<file path="src/rtl/pcofs_pkg.sv">
package pcofs_pkg;
  localparam int INSN_W      = 32;
  localparam int STEP        = 4;
  localparam int PC_READ_OFS = 8;

  localparam logic [3:0] OP_JUMP   = 4'h1;
  localparam logic [3:0] OP_RDPC   = 4'h2;
  localparam logic [3:0] OP_NOJUMP = 4'h3;

  typedef enum logic [1:0] {
    K_PLAIN  = 2'd0,
    K_JUMP   = 2'd1,
    K_RDPC   = 2'd2,
    K_NOJUMP = 2'd3
  } kind_e;

  function automatic kind_e decode_kind(input logic [3:0] op);
    case (op)
      OP_JUMP:   return K_JUMP;
      OP_RDPC:   return K_RDPC;
      OP_NOJUMP: return K_NOJUMP;
      default:   return K_PLAIN;
    endcase
  endfunction
endpackage

</file>
<file path="src/rtl/pcofs_fetch.sv">
module pcofs_fetch #(
  parameter int AW = 16
) (
  input  logic          clk,
  input  logic          rst,
  input  logic          redirect,
  input  logic [AW-1:0] redirect_pc,
  output logic [AW-1:0] pc
);
  import pcofs_pkg::*;

  localparam logic [AW-1:0] STEP_A = AW'(STEP);

  always_ff @(posedge clk) begin
    if (rst)           pc <= '0;
    else if (redirect) pc <= redirect_pc;
    else               pc <= pc + STEP_A;
  end


  seq_step_chk: assert property (@(posedge clk) disable iff (rst)
    !redirect |=> pc == $past(pc) + STEP_A);


  redir_target_chk: assert property (@(posedge clk) disable iff (rst)
    redirect |=> pc == $past(redirect_pc));
endmodule

</file>
<file path="src/rtl/pcofs_decode.sv">
module pcofs_decode #(
  parameter int AW = 16
) (
  input  logic                    clk,
  input  logic                    rst,
  input  logic                    flush,
  input  logic [AW-1:0]           f_pc,
  input  logic [pcofs_pkg::INSN_W-1:0] f_insn,
  output logic                    d_valid,
  output logic [AW-1:0]           d_pc,
  output logic [pcofs_pkg::INSN_W-1:0] d_insn,
  output pcofs_pkg::kind_e        d_kind,
  output logic [AW-1:0]           d_target
);
  import pcofs_pkg::*;

  // valid bit alone is cleared on flush; payload keeps loading
  always_ff @(posedge clk) begin
    if (rst || flush) d_valid <= 1'b0;
    else              d_valid <= 1'b1;
  end

  always_ff @(posedge clk) begin
    d_pc   <= f_pc;
    d_insn <= f_insn;
  end

  always_comb begin
    d_kind   = decode_kind(d_insn[INSN_W-1 -: 4]);
    d_target = {d_insn[AW-1:2], 2'b00};
  end


  dec_flush_chk: assert property (@(posedge clk) disable iff (rst)
    flush |=> !d_valid);


  dec_reset_chk: assert property (@(posedge clk) disable iff (rst)
    $past(rst) |-> !d_valid);
endmodule

</file>
<file path="src/rtl/pcofs_exec.sv">
module pcofs_exec #(
  parameter int AW = 16
) (
  input  logic                    clk,
  input  logic                    rst,
  input  logic                    delay_slot_en,
  input  logic                    d_valid,
  input  logic [AW-1:0]           d_pc,
  input  logic [pcofs_pkg::INSN_W-1:0] d_insn,
  input  pcofs_pkg::kind_e        d_kind,
  input  logic [AW-1:0]           d_target,
  output logic                    redirect,
  output logic [AW-1:0]           redirect_pc,
  output logic                    retire_valid,
  output logic [AW-1:0]           retire_addr,
  output logic [pcofs_pkg::INSN_W-1:0] retire_insn,
  output logic [pcofs_pkg::INSN_W-1:0] retire_data
);
  import pcofs_pkg::*;

  localparam int PADW = INSN_W - AW;
  localparam logic [AW-1:0] OFS_A = AW'(PC_READ_OFS);

  logic              e_valid;
  logic [AW-1:0]     e_pc;
  logic [INSN_W-1:0] e_insn;
  kind_e             e_kind;
  logic [AW-1:0]     e_target;
  logic [AW-1:0]     pc_read;

  always_ff @(posedge clk) begin
    if (rst)                            e_valid <= 1'b0;
    else if (redirect && !delay_slot_en) e_valid <= 1'b0;
    else                                e_valid <= d_valid;
  end

  always_ff @(posedge clk) begin
    e_pc     <= d_pc;
    e_insn   <= d_insn;
    e_kind   <= d_kind;
    e_target <= d_target;
  end

  always_comb begin
    redirect     = e_valid && (e_kind == K_JUMP);
    redirect_pc  = e_target;
    pc_read      = e_pc + OFS_A;
    retire_valid = e_valid;
    retire_addr  = e_pc;
    retire_insn  = e_insn;
    case (e_kind)
      K_RDPC:           retire_data = {{PADW{1'b0}}, pc_read};
      K_JUMP, K_NOJUMP: retire_data = {{PADW{1'b0}}, e_target};
      default:          retire_data = e_insn;
    endcase
  end


  full_flush_chk: assert property (@(posedge clk) disable iff (rst)
    (redirect && !delay_slot_en) |=> !e_valid);


  slot_keep_chk: assert property (@(posedge clk) disable iff (rst)
    (redirect && delay_slot_en) |=> e_valid == $past(d_valid));
endmodule

</file>
<file path="src/rtl/pcofs_pipe.sv">
module pcofs_pipe #(
  parameter int AW = 16
) (
  input  logic          clk,
  input  logic          rst,
  input  logic          delay_slot_en,
  output logic [AW-1:0] imem_addr,
  input  logic [31:0]   imem_rdata,
  output logic          retire_valid,
  output logic [AW-1:0] retire_addr,
  output logic [31:0]   retire_insn,
  output logic [31:0]   retire_data
);
  import pcofs_pkg::*;

  localparam logic [AW-1:0] STEP_A = AW'(STEP);

  logic              redirect;
  logic [AW-1:0]     redirect_pc;
  logic              d_valid;
  logic [AW-1:0]     d_pc;
  logic [INSN_W-1:0] d_insn;
  kind_e             d_kind;
  logic [AW-1:0]     d_target;

  pcofs_fetch #(.AW(AW)) u_fetch (
    .clk(clk), .rst(rst), .redirect(redirect),
    .redirect_pc(redirect_pc), .pc(imem_addr)
  );

  pcofs_decode #(.AW(AW)) u_decode (
    .clk(clk), .rst(rst), .flush(redirect),
    .f_pc(imem_addr), .f_insn(imem_rdata),
    .d_valid(d_valid), .d_pc(d_pc), .d_insn(d_insn),
    .d_kind(d_kind), .d_target(d_target)
  );

  pcofs_exec #(.AW(AW)) u_exec (
    .clk(clk), .rst(rst), .delay_slot_en(delay_slot_en),
    .d_valid(d_valid), .d_pc(d_pc), .d_insn(d_insn),
    .d_kind(d_kind), .d_target(d_target),
    .redirect(redirect), .redirect_pc(redirect_pc),
    .retire_valid(retire_valid), .retire_addr(retire_addr),
    .retire_insn(retire_insn), .retire_data(retire_data)
  );


  retire_seq_chk: assert property (@(posedge clk) disable iff (rst)
    (retire_valid && $past(retire_valid) && !$past(redirect))
      |-> retire_addr == $past(retire_addr) + STEP_A);
endmodule

</file>
<file path="config.mk">
export PLATFORM = sky130hd
export DESIGN_NAME = pcofs_pipe
export DESIGN_NICKNAME = d
export VERILOG_FILES = /design/src/rtl/pcofs_pkg.sv /design/src/rtl/pcofs_fetch.sv /design/src/rtl/pcofs_decode.sv /design/src/rtl/pcofs_exec.sv /design/src/rtl/pcofs_pipe.sv
export SDC_FILE = /design/constraint.sdc
export NUM_CORES = 1
export LEC_CHECK = 0
export BUFFER_PORTS_ARGS = -buffer_cell sky130_fd_sc_hd__clkbuf_2
export CAP_MARGIN = 20
export CORE_ASPECT_RATIO = 0.7
export CORE_MARGIN = 1
export CORE_UTILIZATION = 47
export CTS_BUF_LIST = sky130_fd_sc_hd__clkbuf_8 sky130_fd_sc_hd__clkbuf_16
export CTS_CLUSTER_SIZE = 20
export DETAILED_ROUTE_END_ITERATION = 10
export PLACE_DENSITY = 0.79
export SETUP_SLACK_MARGIN = 0.3
export SKIP_LAST_GASP = 1
export SYNTH_ARGS = -nofsm -noshare
export SYNTH_HDL_FRONTEND = slang
export SYNTH_SLANG_ARGS = --single-unit
</file>
<file path="constraint.sdc">
create_clock -name clk -period 2.2 [get_ports clk]
set_clock_uncertainty 0.15 [all_clocks]
set_input_delay 0.33 -clock clk [delete_from_list [all_inputs] [get_ports clk]]
set_output_delay 0.33 -clock clk [all_outputs]
set_load 0.1 [all_outputs]
</file>
== Word-level counts from Yosys, hierarchy flattened ==
Index checks and enable logic that the tools add are counted.

* Logic and storage cells: 29
* Bits of input ports: 35
* Bits in writable memories: 0
* Bits in registers: 130
* Bits in latches: 0
* Bits in read-only memories: 0
* Memories kept: 0

* Equal/unequal tests: 6
* Bitwise logic cells: 0
* Magnitude comparators: 0
* Shift-type cells: 0
* Add/sub/neg operators: 2
* Reduce and logical (&&, ||, !) cells: 7
* $mul: 0
* Muxes and demuxes: 4
* Div/mod/pow operators: 0

{| class="wikitable"
|+ Operators with widths
! operator !! number
|-
| 32-bit case mux with 2 select lines || 1
|-
| 16-bit by 3-bit adder with 16-bit output (second input constant) || 1
|-
| 16-bit by 4-bit adder with 16-bit output (second input constant) || 1
|-
| 16-bit 2-to-1 mux || 1
|-
| 4-bit by 2-bit == test with 1-bit output (second input constant) || 2
|-
| 2-bit case mux with 3 select lines || 1
|-
| 2-bit OR reduction || 3
|-
| 2-bit == test (second input constant) || 2
|-
| 4-bit by 1-bit == test with 1-bit output (second input constant) || 1
|-
| 2-bit by 1-bit == test with 1-bit output (second input constant) || 1
|-
| 1-bit logical AND || 2
|-
| 1-bit logical NOT || 1
|-
| 1-bit logical OR || 1
|-
| 1-bit 2-to-1 mux || 1
|}

== Longest topological paths before layout ==
Gate-level depths: netlist of the first run.

* Word-level depth: 4
* Depth in mapped cells: 5
* Depth with buffers taken out: 5

== Modules after synthesis ==
From an unflattened synthesis of the first run, not the netlist that was laid out.

* Cell total of the unflattened synthesis: 339
* Area total of the unflattened synthesis: 3998.8 um2

{| class="wikitable"
|+ Modules (own cells, without submodules)
! module !! cells an instance !! area each (um2) !! seq. area each (um2) !! instances
|-
| pcofs_exec || 172 || 2016.9 || 1341.3 || 1
|-
| pcofs_decode || 69 || 1123.6 || 980.9 || 1
|-
| pcofs_fetch || 98 || 858.3 || 320.3 || 1
|}

== Worst setup path before layout of the first run ==
No wires, ideal clock.

* Path kind: reg-to-output
* From: register u_exec.e_pc[3] (netlist: u_exec.retire_addr[3])
* To: output retire_data[11]
* Required time: 1720 ps
* Setup slack: -2296 ps
* Arrival: 4016 ps
* Cell stages (with the launch flop): 6
* Path through: dfxtp_1 -> ha_1 -> and4_1 -> nand4_1 -> xor2_1 -> o21ai_0

* Longest elaborated chain between the ends: 2

{| class="wikitable"
|+ RTL lines
! item !! RTL line !! text
|-
| start, declared || pcofs_exec.sv:25 || <nowiki>logic [AW-1:0] e_pc;</nowiki>
|-
| start signal, assigned || pcofs_exec.sv:38 || <nowiki>e_pc <= d_pc;</nowiki>
|-
| 16-bit by 4-bit adder with 16-bit output || pcofs_exec.sv:47 || <nowiki>pc_read = e_pc + OFS_A;</nowiki>
|-
| 32-bit case mux with 2 select lines || pcofs_exec.sv:51 || <nowiki>case (e_kind)</nowiki>
|-
| end, declared || pcofs_pipe.sv:12 || <nowiki>output logic [31:0] retire_data</nowiki>
|}

Every way passes these cells.

== Worst setup path after layout of the first run ==
* From: register u_exec.e_pc[3] (netlist: u_exec.retire_addr[3])
* To: output retire_data[14]

The elaborated chain is that of the path after synthesis.

==> results.txt, run 1 <==
----------------------------------------------------
[Synth]
  Register bit count reported by yosys ... 110
  Most frequently used cell type in the post-synthesis netlist ... dfxtp_1
  Top_reg_cell synth ... dfxtp_1
  Share of flip-flops with an asynchronous set or reset after synthesis ... 0%
  Portion of the post-synthesis area used by sequential elements ... 68.4%
  Cell area after synthesis ... roughly 3200 sq um
  Count of flip-flops with a built-in enable after synthesis ... 0
  Area share of the leading cell type in the synthesized netlist ... 68.4%
  Number of distinct library cell variants in the gate-level netlist after synthesis ... 33
  Post-synth top cells ... dfxtp_1 (110), nand2_1 (19), nor2_1 (19), and2_1 (18), xnor2_1 (15)
  Largest area contributor in the netlist ... dfxtp_1
  Synthesized instance count ... 270
  Leading post-synthesis cells by cell area ... dfxtp_1 (68%), xnor2_1 (4.1%), and2_1 (3.5%)
  Mean cell area of the mapped netlist ... 11.9 sq um
  Total number of yosys warnings ... 0

[Routing]
  Via count ... 2576
  Total length of routed wires ... 9090 um
  DRC violations left ... 0
  Post-route antenna net violation count ... 0
  Post-DR wirelength/cell ... roughly 17 um
  Vias per cell ... 4.76
  Detailed Route Iter0 Violations ... between 100 and 150
  DRT Pass-1 Iters ... 4

[Setup path]
  Delay of the slowest cell on the worst path ... ~0.37 ns
  Crit path capture ... retire_data[14]
  Library cell contributing the largest single delay on the critical path ... dfxtp_4
  Worst Path Class, Setup ... reg2out
  CP Capture Type ... output port
  Data arrival time of the critical path ... 1.79 ns
  Sort of element at the start of the critical path ... register
  Critical Path Fanout Max ... 5
  Critical path depth in cells ... 6
  Setup slack, reg-to-reg ... 0.52 ns
  Bufs and invs on worst path ... 2
  Worst Reg-to-Reg Cells ... 4
  Worst flop-to-flop path endpoint ... u_fetch.pc[10]
  Critical R2R Launch ... u_fetch.pc[2]
  Worst setup path startpoint ... u_exec.retire_addr[3]
  Critical path cell sequence ... buf_4 -> nand4_1 -> nor3_2 -> xnor2_2 -> o21ai_4 -> buf_12
  Kind of cell adding the most delay to the critical path ... simple AND/OR/NAND/NOR gates
  Required time of the critical path ... between 1.5 and 2 ns

[Place]
  GP Congestion ... just over 0.8
  Port-buffer cells ... 127
  Worst setup slack before clock tree synthesis ... roughly 0.25 ns
  Post-detail-place hpwl ... between 5000 and 6000 um
  Placed Instance Area ... 4700 sq um

[Hold path]
  Class of the tightest hold or removal check ... in2reg

[STA]
  Clock period minus final worst setup slack ... 2.27 ns
  Setup tns final ... -0.203 ns
  Highest Clock Rate ... about 440 MHz
  Final setup viols ... 5
  Hold_ws ... 0.102 ns
  Smallest setup slack after layout ... -0.0745 ns
  Worst slew margin ... 61.9%
  Pins Over Slew Limit ... 0
  Part of the cycle the worst path needs ... 103%
  Setup repair after global routing missed its margin ... yes
  Final hold violation count ... 0
  Slew at the pin with the worst max-slew slack ... around 0.57 ns

[Die]
  Initial cell density of the core ... 50.1%
  DIE HEIGHT ... 71.2 um
  Die area ... 7190 sq um
  Horizontal die dimension ... 101 um
  Number of core rows ... 24
  Number of top-level pins ... around 130
  Core Footprint ... between 6000 and 7000 sq um

[Global routing]
  Pin count of the biggest net entering global routing ... 30
  Global routing met2 resource utilization ... 44.3%
  Global routing's busiest layer ... met2
  Antenna violations before repair ... 0
  Wire length of the first global-routing pass ... 13500 um
  Total global-route track usage ... approximately a quarter
  Met3 track utilization from global routing ... 5.66%
  Number of global-route vias before repair ... 2595
  GR Layer Usage met1 ... 31.3%
  Global route total overflow ... 0

[Layout]
  Area Overhead vs Synth ... 68.8%
  Number of fill cells in the layout ... between 300 and 400
  Count of nets after finishing ... around 480
  Diode insertion count for antenna repair ... 0
  Total non-filler cell area in the finished layout ... approximately 5400 sq um
  Share of post-route cells with drive strength above 1 ... 58.9%

[Pwr]
  Reported leakage power ... 2.28 nW
  Final Total Pwr ... 4.48 mW
  Max rail drop VDD ... 0.000495 V
  Ratio of total power to cell area ... 825 nW/um^2

[Clock tree]
  H-tree levels ... 3
  Clock Latency Late Sink ... 0.35 ns
  Count of clock tree sinks ... 110
  Clock tree from TritonCTS ... built
  CTS root buf ... clkbuf_8
  Clk pin slew, worst setup/hold paths ... 0.10 ns
  Number of buffers inserted during clock tree synthesis ... 9
  Number of buffers on the longest clock path ... 2

[Status]
  Result of the run ... complete, but fails checks
  Failing checks ... setup timing

[Run]
  Max-capacitance violation count ... 0

----------------------------------------------------
sequential cells by signal, summed over array words and instances (netlist names):
register / count
u_exec.retire_addr: 14
u_exec.retire_insn: 32
u_decode.d_insn: 32
u_exec.retire_valid: 1
u_decode.d_valid: 1
u_fetch.pc: 14
u_decode.d_pc: 14
u_exec.e_kind: 2
cell usage in the layout (no fill, tap or decap), types with 3 or more instances in the layout:
cell type      count
clkbuf_2          95
dfxtp_1           59
dfxtp_2           38
buf_12            33
dlygate4sd3_1     32
nand2_1           19
and2_2            18
nor2_1            17
dfxtp_4           13
xnor2_1           11
o21ai_4           11
clkbuf_8          10
buf_4              8
nand3_1            7
a211oi_1           6
nand4_1            5
a211oi_2           5
xor2_1             4
xnor2_2            4
inv_1              4
nor4_2             4
conb_1             4
buf_6              4
nor3b_1            3
nor3_1             3
area by class of cell:
cell class                      instances  area [sq um]  area share (%)
Tap cell                               91           114            2.10
Multi-Input combinational cell        148          1240            22.8
Inverter                                3          11.3           0.207
Timing Repair Buffer                  173          1590            29.2
Clock inverter                          6          46.3           0.852
Sequential cell                       110          2300            42.3
Clock buffer                           10           138            2.53
worst reg2reg max path, delay by kind of cell (launching register included):
family | cells | cell delay [ns]
AND/OR/NAND/NOR | 2 | 0.56
adder cells (fa/ha/maj) | 1 | 0.24
AO/OA/AOI/OAI | 1 | 0.24
flip-flops | 1 | 0.40
worst min-delay path by stage:
stage,depth (start not counted),to,start,slack (ns)
6_report,3,u_exec.retire_valid,delay_slot_en,0.10
5_1_grt,3,u_exec.retire_valid,delay_slot_en,0.14
4_1_cts,3,u_exec.retire_valid,delay_slot_en,0.09
3_5_place_dp,0,u_exec.retire_addr[11],u_decode.d_pc[11],0.16
3_3_place_gp,0,u_exec.retire_insn[23],u_decode.d_insn[23],0.16
2_1_floorplan,0,u_exec.retire_addr[10],u_decode.d_pc[10],0.16
repair_timing:
item	4_1_cts	5_1_grt
endpoints found under the setup margin	14	32
setup buffers	7	1
resized for setup	13	15
hold endpoints to repair	32	0
hold buffers	32	0
cloned	1	1
pin swaps	14	10
where the power goes:
group | total, mW | leakage [nW] | switching (mW) | internal, mW
Sequential | 2.16 | 0.932 | 0.0740 | 2.08
Combinational | 1.22 | 1.25 | 0.883 | 0.333
Clock | 1.11 | 0.0947 | 0.655 | 0.452
logic make-up after synthesis:
family | share of synthesized area [%]
buf+inv | 2.25
compound gates | 6.06
mux | 1.01
xor+xnor | 5.71
fa+ha+maj | 0.777
flops | 68.4
simple gates | 15.7
other cells | 0.116
metrics by stage:
step	utilization, %	cells
detailed placement	73.2	483
floorplan	-	273
global placement	73.2	483
global route	84.5	541
finish	84.5	541
CTS	83.1	539
routing by layer:
metal	wire length (um)	up-vias	share of wire, %
li1	-	1251	-
met1	3830	1226	42
met2	4670	90	51
met3	466	9	5.1
met4	121	0	1.3
met5	0	-	0
Power figures use the tool's default switching activity.
==> run 2: changes to the inputs <==
Settings changed: PLACE_DENSITY 0.79 to 0.82, SLEW_MARGIN set to 20.
==> results.txt, run 2 (synthesized netlist as in run 1, its figures left out) <==
----------------------------------------------------
[Layout]
  Share of post-route cells with drive strength above 1 ... 58.4%
  Register cell area after layout ... 2300 sq um
  Count of nets after finishing ... just under 500
  Total non-filler cell area in the finished layout ... 5430 sq um
  Most common library cell in the layout ignoring fill and taps ... clkbuf_2
  Area used by multi-input combinational logic ... 1200 sq um
  Diode insertion count for antenna repair ... 0
  Number of fill cells in the layout ... 332
  Most used cells in the layout excluding fill and tap cells ... clkbuf_2 (95), dfxtp_1 (59), dfxtp_2 (37), buf_12 (33), dlygate4sd3_1 (32)
  Area Overhead vs Synth ... 68.6%

[STA]
  Pins Over Slew Limit ... 0
  Highest Clock Rate ... 441 MHz
  Final hold violation count ... 0
  Clock period minus final worst setup slack ... roughly 2.3 ns
  Setup repair after global routing missed its margin ... yes
  Slew at the pin with the worst max-slew slack ... ~0.57 ns
  Part of the cycle the worst path needs ... 103%
  Setup tns final ... -0.0958 ns
  Smallest setup slack after layout ... -0.0663 ns
  Worst slew margin ... between 60 and 70%
  Final setup viols ... 2

[Global routing]
  Pin count of the biggest net entering global routing ... 30
  Number of global-route vias before repair ... 2435
  Global route total overflow ... 0
  Wire length of the first global-routing pass ... 12800 um
  Total global-route track usage ... 24.5%
  Antenna violations before repair ... 0

[Clock tree]
  Count of clock tree sinks ... 110
  Clock tree from TritonCTS ... built
  CTS root buf ... clkbuf_8
  Number of buffers inserted during clock tree synthesis ... 9
  Number of buffers on the longest clock path ... 2
  Clock Latency Late Sink ... 0.36 ns
  H-tree levels ... 3
  Clk pin slew, worst setup/hold paths ... 0.10 ns

[Pwr]
  Reported leakage power ... 2.31 nW
  Ratio of total power to cell area ... between 800 and 900 nW/um^2
  Max rail drop VDD ... 0.000791 V

[Setup path]
  CP Capture Type ... output port
  Worst Reg-to-Reg Cells ... 5
  Sort of element at the start of the critical path ... register
  Setup slack, reg-to-reg ... 0.40 ns
  Critical Path Fanout Max ... 3
  Data arrival time of the critical path ... 1.79 ns
  Critical R2R Launch ... u_fetch.pc[3]
  Worst flop-to-flop path endpoint ... u_fetch.pc[12]
  Required time of the critical path ... 1.72 ns
  Worst Path Class, Setup ... reg2out

[Run]
  Max-capacitance violation count ... 0

[Routing]
  Vias per cell ... 4.76
  Post-route antenna net violation count ... 0
  DRT Pass-1 Iters ... 4
  Via count ... around 2600
  Total length of routed wires ... 8750 um
  Post-DR wirelength/cell ... 16.1 um
  Detailed Route Iter0 Violations ... 212
  DRC violations left ... 0

[Die]
  Number of core rows ... 24
  DIE HEIGHT ... 71.2 um
  Number of top-level pins ... 132
  Core Footprint ... 6430 sq um
  Die area ... 7190 sq um
  Initial cell density of the core ... around 50%
  Horizontal die dimension ... 101 um

[Hold path]
  Hold Crit Depth ... 3
  Class of the tightest hold or removal check ... in2reg
  Destination of the worst hold path ... u_exec.retire_valid
  Startpoint of the most critical hold path ... delay_slot_en

[Place]
  Post-detail-place hpwl ... 5580 um
  Port-buffer cells ... between 100 and 150
  Placed Instance Area ... 4710 sq um
  GP Congestion ... 0.785

[Status]
  Failing checks ... setup timing
  Result of the run ... complete, but fails checks

----------------------------------------------------
-- run 2: cell types whose count changed in the layout (fill, tap and decap cells not counted), sizes merged --
cell | previous run | this run
clkinvlp | 1 | 0
bufinv | 0 | 1
buf | 46 | 48
-- run 2: worst max-delay path by stage --
stage	start	end	cells after the start
finish	u_exec.retire_addr[4]	retire_data[15]	6
global route	u_exec.retire_addr[4]	retire_data[15]	6
CTS	u_exec.retire_addr[4]	retire_data[15]	6
detailed placement	u_exec.retire_addr[3]	retire_data[15]	6
global placement	u_exec.retire_addr[3]	retire_data[15]	6
floorplan	u_exec.retire_addr[3]	retire_data[15]	5
-- run 2: layer usage --
layer / vias to the layer above / global-route usage (%) / routed length, um
li1: 1249 / - / -
met1: 1213 / 29.3 / 3580
met2: 112 / 42.2 / 4510
met3: 10 / 7.51 / 551
met4: 0 / 8.37 / 109
met5: - / 0 / 0
-- run 2: final cells by class --
class / instances / share of cell area (%)
clock inverters: 6 / 1.18
clock buffers: 10 / 2.74
multi-input cells: 148 / 22.1
well taps: 91 / 2.10
flip-flops and latches: 110 / 42.4
inverters: 3 / 0.208
repair buffers: 175 / 29.3
-- run 2: critical path, cell delays in order, from the launching register on --
cell	delay, ns
dfxtp_4	0.37
ha_4	0.13
nand4_1	0.13
nor4_2	0.29
xnor2_1	0.15
o21ai_4	0.16
buf_12	0.19
-- run 2: power breakdown --
group | total, mW | internal (mW) | leakage, nW | switching (mW)
clock network | 1.25 | 0.601 | 0.113 | 0.646
registers | 2.16 | 2.08 | 0.932 | 0.0725
logic | 1.22 | 0.341 | 1.27 | 0.881
-- run 2: stage by stage --
step                instances  worst slack, ns  hold WS, ns  power, mW  util [%]
finish                    543          -0.0663       0.0768       4.62      84.4
global route              543           -0.184       0.0578       4.78      84.4
CTS                       534           -0.103       0.0620       4.61      82.2
detailed placement        482            0.260        0.162       3.33      73.3
global placement          482            0.284        0.159       3.32      73.3
floorplan                 273           -0.167        0.159       3.02         -
-- run 2: repair_timing --
| item | 4_1_cts | 5_1_grt |
|---|---|---|
| hold buffers | 32 | 0 |
| resized for setup | 2 | 30 |
| endpoints found under the setup margin | 14 | 32 |
| setup buffers | 4 | 6 |
| hold endpoints to repair | 32 | 0 |
| pin swaps | 9 | 13 |
| cloned | 0 | 3 |
